**config.mk**
```make
export PLATFORM = sky130hd
export DESIGN_NAME = intr_cause_ctrl
export DESIGN_NICKNAME = d
export VERILOG_FILES = /design/src/rtl/irq_pkg.sv /design/src/rtl/irq_bit_bank.sv /design/src/rtl/irq_req_out.sv /design/src/rtl/intr_cause_ctrl.sv
export SDC_FILE = /design/constraint.sdc
export NUM_CORES = 1
export LEC_CHECK = 0
export BUFFER_PORTS_ARGS = -buffer_cell sky130_fd_sc_hd__clkbuf_2
export CELL_PAD_IN_SITES_DETAIL_PLACEMENT = 1
export CELL_PAD_IN_SITES_GLOBAL_PLACEMENT = 2
export CORE_MARGIN = 5
export CORE_UTILIZATION = 34
export DETAILED_ROUTE_END_ITERATION = 8
export GPL_TIMING_DRIVEN = 1
export PLACE_DENSITY = 0.82
export RECOVER_POWER = 50
export SETUP_SLACK_MARGIN = 0.5
export SLEW_MARGIN = 25
export SYNTH_ARGS = -nofsm -noshare
export SYNTH_HDL_FRONTEND = slang
export SYNTH_HIERARCHICAL = 1
export SYNTH_SLANG_ARGS = --single-unit
```
**constraint.sdc**
```tcl
create_clock -name clk -period 2.7 [get_ports clk]
set_clock_uncertainty 0.2 [all_clocks]
set_input_delay 0.405 -clock clk [delete_from_list [all_inputs] [get_ports clk]]
set_output_delay 0.405 -clock clk [all_outputs]
set_load 0.01 [all_outputs]
```
**src/rtl/irq_pkg.sv**
```systemverilog
package irq_pkg;

    localparam int DW        = 32;
    localparam int AW        = 3;
    localparam int NVEC      = 5;
    localparam int VBASE     = 20;
    localparam int OTHER_BIT = 24;
    localparam logic [DW-1:0] MISC_MASK = 32'h0000_0604;

    typedef enum logic [AW-1:0] {
        A_CAUSE = 3'd0,
        A_CSET  = 3'd1,
        A_MSET  = 3'd2,
        A_MCLR  = 3'd3,
        A_ACEN  = 3'd4,
        A_AMEN  = 3'd5,
        A_CTRL  = 3'd6
    } reg_addr_e;

    typedef struct packed {
        logic amask_on;
        logic msg_mode;
    } ctrl_t;

    typedef struct packed {
        logic [DW-1:0] set;
        logic [DW-1:0] clr;
    } bitop_t;

    function automatic logic [DW-1:0] field_mask(input int lo, input int n);
        logic [DW-1:0] m;
        m = '0;
        for (int i = 0; i < DW; i++)
            if (i >= lo && i < lo + n) m[i] = 1'b1;
        return m;
    endfunction

endpackage

```
**src/rtl/irq_bit_bank.sv**
```systemverilog
module irq_bit_bank
    import irq_pkg::*;
#(
    parameter int W = DW
) (
    input  logic         clk,
    input  logic         rst,
    input  bitop_t       op,
    output logic [W-1:0] bits_q
);
    // Set has priority over clear in the same cycle.
    always_ff @(posedge clk) begin
        if (rst) bits_q <= '0;
        else     bits_q <= (bits_q & ~op.clr[W-1:0]) | op.set[W-1:0];
    end
endmodule

```
**src/rtl/irq_req_out.sv**
```systemverilog
module irq_req_out
    import irq_pkg::*;
#(
    parameter int W   = DW,
    parameter int NV  = NVEC,
    parameter int VB  = VBASE
) (
    input  logic [W-1:0]  cause,
    input  logic [W-1:0]  mask,
    input  logic          msg_mode,
    output logic          irq_out,
    output logic [NV-1:0] msg_req
);
    logic [W-1:0] live;
    assign live    = cause & mask;
    assign irq_out = !msg_mode && (|live);

    for (genvar v = 0; v < NV; v++) begin : g_vec
        assign msg_req[v] = msg_mode && live[VB + v];
    end
endmodule

```
**src/rtl/intr_cause_ctrl.sv**
```systemverilog
module intr_cause_ctrl
    import irq_pkg::*;
#(
    parameter int W   = DW,
    parameter int NV  = NVEC,
    parameter int VB  = VBASE,
    parameter int OB  = OTHER_BIT
) (
    input  logic          clk,
    input  logic          rst,
    input  logic [W-1:0]  hw_evt,
    input  logic          reg_wr,
    input  logic          reg_rd,
    input  logic [AW-1:0] reg_addr,
    input  logic [W-1:0]  reg_wdata,
    output logic [W-1:0]  rd_data,
    output logic          rd_valid,
    input  logic [NV-1:0] msg_ack,
    output logic          irq_out,
    output logic [NV-1:0] msg_req
);
    localparam logic [W-1:0] ACEN_FIELD = field_mask(VB, NV);

    ctrl_t        ctrl_q;
    logic [W-1:0] acen_q, amen_q;
    logic [W-1:0] cause_q, mask_q;
    logic         msg_mode;
    assign msg_mode = ctrl_q.msg_mode;

    // Register decode
    logic wr_cause, wr_cset, wr_mset, wr_mclr, rd_cause;
    assign wr_cause = reg_wr && reg_addr == A_CAUSE;
    assign wr_cset  = reg_wr && reg_addr == A_CSET;
    assign wr_mset  = reg_wr && reg_addr == A_MSET;
    assign wr_mclr  = reg_wr && reg_addr == A_MCLR;
    assign rd_cause = reg_rd && reg_addr == A_CAUSE;

    // Acknowledges spread onto cause bit positions
    logic [W-1:0] ack_bits;
    always_comb begin
        ack_bits = '0;
        for (int v = 0; v < NV; v++)
            ack_bits[VB + v] = msg_mode && msg_ack[v];
    end

    // Cause update
    bitop_t       cause_op;
    logic [W-1:0] raw_set;
    logic         other_evt;
    always_comb begin
        raw_set   = hw_evt | (wr_cset ? reg_wdata : '0);
        other_evt = |(raw_set & MISC_MASK[W-1:0]);
        cause_op.set = '0;
        cause_op.clr = '0;
        cause_op.set[W-1:0] = raw_set;
        cause_op.set[OB]    = raw_set[OB] | other_evt;
        cause_op.clr[W-1:0] = (wr_cause ? reg_wdata : '0)
                            | ((rd_cause && !msg_mode) ? {W{1'b1}} : '0)
                            | (ack_bits & acen_q);
    end

    // Mask update
    bitop_t mask_op;
    always_comb begin
        mask_op.set = '0;
        mask_op.clr = '0;
        mask_op.set[W-1:0] = (wr_mset ? reg_wdata : '0)
                           | ((wr_cause && !msg_mode) ? (reg_wdata & amen_q) : '0);
        mask_op.clr[W-1:0] = (wr_mclr ? reg_wdata : '0)
                           | (ack_bits & acen_q)
                           | ((msg_mode && ctrl_q.amask_on && (|msg_ack)) ? amen_q : '0);
    end

    irq_bit_bank #(.W(W)) u_cause (
        .clk(clk), .rst(rst), .op(cause_op), .bits_q(cause_q)
    );

    irq_bit_bank #(.W(W)) u_mask (
        .clk(clk), .rst(rst), .op(mask_op), .bits_q(mask_q)
    );

    irq_req_out #(.W(W), .NV(NV), .VB(VB)) u_req (
        .cause(cause_q), .mask(mask_q), .msg_mode(msg_mode),
        .irq_out(irq_out), .msg_req(msg_req)
    );

    // Plain configuration registers
    always_ff @(posedge clk) begin
        if (rst) begin
            ctrl_q <= '0;
            acen_q <= '0;
            amen_q <= '0;
        end else if (reg_wr) begin
            case (reg_addr)
                A_ACEN:  acen_q <= reg_wdata & ACEN_FIELD;
                A_AMEN:  amen_q <= reg_wdata;
                A_CTRL:  ctrl_q <= ctrl_t'(reg_wdata[1:0]);
                default: ;
            endcase
        end
    end

    // Registered read port
    logic [W-1:0] rd_mux;
    always_comb begin
        case (reg_addr)
            A_CAUSE: rd_mux = cause_q;
            A_MSET:  rd_mux = mask_q;
            A_ACEN:  rd_mux = acen_q;
            A_AMEN:  rd_mux = amen_q;
            A_CTRL:  rd_mux = {{(W-2){1'b0}}, ctrl_q};
            default: rd_mux = '0;
        endcase
    end

    always_ff @(posedge clk) begin
        if (rst) begin
            rd_data  <= '0;
            rd_valid <= 1'b0;
        end else begin
            rd_valid <= reg_rd;
            if (reg_rd) rd_data <= rd_mux;
        end
    end
endmodule

```
==> flow_summary.ini <==
[final_layout]
nets = 1029
nFillCells = 2457
final_core_util_pct = 42.5
antennaDiodeCount = 0
area_delta_synth_final_pct = 22.6
drive_above_1_share_pct = 16.7
final_cells = 1236

[routing]
ant_nets = 0
avgViaCountPerCell = 5.37
drtPass1Iterations = 5
first_iter_violations = 467
wirelength_um = 25200
wl_per_cell_um = 20.4
routed.top_layer = met4
wl_met3_um = 1110
wl_met1_um = 11700
wl_met2_um = 12200
drcViolationCount = 0
num_vias = 6635

[yosys]
yosys.area.top_type_share_pct = 38.5
synthArstFlopShare_pct = 0
synth_top_area_cell = dfxtp_1
synth_nets = 923
synth-seq-cells = 136
synth_area_um2 = 7060
synth_area_leaders = dfxtp_1 39%, a22o_1 7.9%, a21oi_1 7.2%
yosysUniqueCellTypes = 38
synthCells = 847
synth_ff_type = dfxtp_1
ys_warn_count = 6
seq_area_frac_synth_pct = 38.5
synth_edf_count = 0
synth.avg_cell_area_um2 = 8.34

[placed_design]
dp_hpwl_um = 17100
portBuffers = 114
place_congestion = 0.827
place_inst = 1204

[floorplan]
die_y_um = 154
rows = 52
io_pins = 115
dieArea_um2 = 23800
fp.dieW_um = 154
start_util_pct = 34.7
core_area_um2 = 20400

[critical_path]
critPathLaunch = u_mask/bits_q[7]
crit_path_end = irq_out
worst-path-buf-inv = 1
cp_cell_sequence = a22o_1, a221oi_2, and4_4, a41oi_2, clkbuf_2
worstRegToRegCells = 7
cp_num_cells = 5
crit-reg2reg-launch = msg_mode
critical_path.endpoint_type = primary output
worstSetupStartpointType = flip-flop
r2r_slack_ns = 0.72
path_class = flip-flop to primary output
slowest_delay_ns = 0.33
rr_endpoint = u_mask/bits_q[19]
cp_max_fo = 3
cp_slowest_cell = dfxtp_2
path_delay_family = compound AO/OA/AOI/OAI gates
worst-endpoint-arrival_ns = 1.86
cp.required_ns = 2.10

[clock_network]
cts_root_buf = clkbuf_16
cts_buffer_depth = 2
cts_buffers = 17
htreeDepth = 4
post_cts_hold_buffer_count = 0
tritoncts = yes
clock_latency_ns = 0.43
post_cts_buffers = 0
clk_pin_slew_ns = 0.06
cts_sinks = 136

[sta]
tightestPinTransition_ns = 1.17
finalSetupViolCount = 0
period_minus_slack_ns = 2.46
min_period_over_period_pct = 91.3
slew_headroom_pct = 22.0
tns_ns = 0
finalHoldViolCount = 0
rsz0062_at_grt = yes
maxSlewViolCount = 0
clock.fmax_mhz = 406

[power]
power_density_nw_per_um2 = 618
power_mw = 5.35
power_leakage_nw = 3.69
ir_drop_mv = 0.414

[global_routing]
grt_use_total_pct = 21.2
grt_pass1_vias = 7004
grt_max_degree = 76
grt_pass1_wl_um = 39900
grt_remaining_overflow = 0
grt_antenna_before_repair = 0

[hold_path]
hp-class = input port to flip-flop

[job]
drv_cap = 0

[status]
status = finished, final reports clean
-- sequential cells by signal (all words and copies together) (netlist names) --
register / flops
ctrl_q: 1
rd_valid: 1
rd_data: 32
msg_mode: 1
acen_q: 5
amen_q: 32
u_mask/bits_q: 32
u_cause/bits_q: 32
-- worst min path at each step --
stage                         end               start  cells past startpoint
3_5_place_dp          rd_data[25]         rd_data[25]                      1
6_report                amen_q[3]        reg_wdata[3]                      3
4_1_cts                 amen_q[3]        reg_wdata[3]                      3
3_3_place_gp          rd_data[14]         rd_data[14]                      1
2_1_floorplan  u_cause/bits_q[31]  u_cause/bits_q[31]                      2
5_1_grt                amen_q[27]       reg_wdata[27]                      3
-- tightest hold or removal path, delay by kind of cell --
family                 cells  cell delay (ns)
and+or+nand+nor            1             0.06
AOI/OAI and AO/OA          1             0.05
buffers and inverters      1             0.12
-- through the flow --
step,setup slack (ns),hold WS (ns),cell area (um^2)
floorplan,0.627,0.256,7060
global placement,0.243,0.266,8010
detailed placement,0.215,0.269,8010
CTS,0.233,0.0423,8720
global route,0.189,0.0499,8660
finish,0.236,0.0575,8660
-- metal layers --
metal | track usage (%) | up-vias
met1 | 28.0 | 3272
met3 | 4.44 | 17
met5 | 0 | -
li1 | - | 3190
met4 | 4.33 | 0
met2 | 36.0 | 156
-- power by group --
group | internal (mW) | switching [mW]
combinational | 0.213 | 0.311
sequential | 2.07 | 0.0702
clock | 1.76 | 0.929
-- cell usage in the layout (no fill, tap or decap), drive strengths merged, types with 11 or more instances in the layout --
cell type | synthesis | final
a31oi | 32 | 32
nor2b | 34 | 34
nand2b | 65 | 65
and3 | 11 | 11
dfxtp | 136 | 136
inv | 64 | 64
a22o | 64 | 64
mux2i | 44 | 44
buf | 40 | 33
a21oi | 102 | 102
o2bb2ai | 25 | 25
nand2 | 124 | 124
clkbuf | 25 | 139
a21o | 31 | 31
-- cell families (layout without fill, tap and decap cells) --
kind of cell / after synthesis / after routing / synth area share [%]
compound gates: 280 / 280 / 28.1
flops: 136 / 136 / 38.5
buf+inv: 129 / 248 / 8.09
simple gates: 258 / 258 / 19.0
mux: 44 / 44 / 6.23
-- Yosys cell counts (25+ instances only) --
cell and n:
nand2b_1 65, o2bb2ai_1 25, a21oi_1 102, mux2i_1 44, inv_1 64, dfxtp_1 136
a31oi_1 32, a21o_1 31, buf_2 28, a22o_1 64, nand2_1 124, clkbuf_1 25
nor2b_1 34
-- what timing repair did --
action                                 CTS  global route
setup endpoints to repair                1             3
pin swaps                                3             1
endpoints found under the hold margin    0             0
gates resized for setup                  8             1
-- area by class of cell --
class / count / area [um^2] / area share (%)
Clock buffer: 20 / 447 / 5.16
Clock inverter: 12 / 223 / 2.57
Inverter: 64 / 240 / 2.77
Multi-Input combinational cell: 582 / 3850 / 44.5
Sequential cell: 136 / 2730 / 31.5
Tap cell: 270 / 338 / 3.90
Timing Repair Buffer: 152 / 831 / 9.60
No activity file was read; power rests on OpenSTA's default activity.
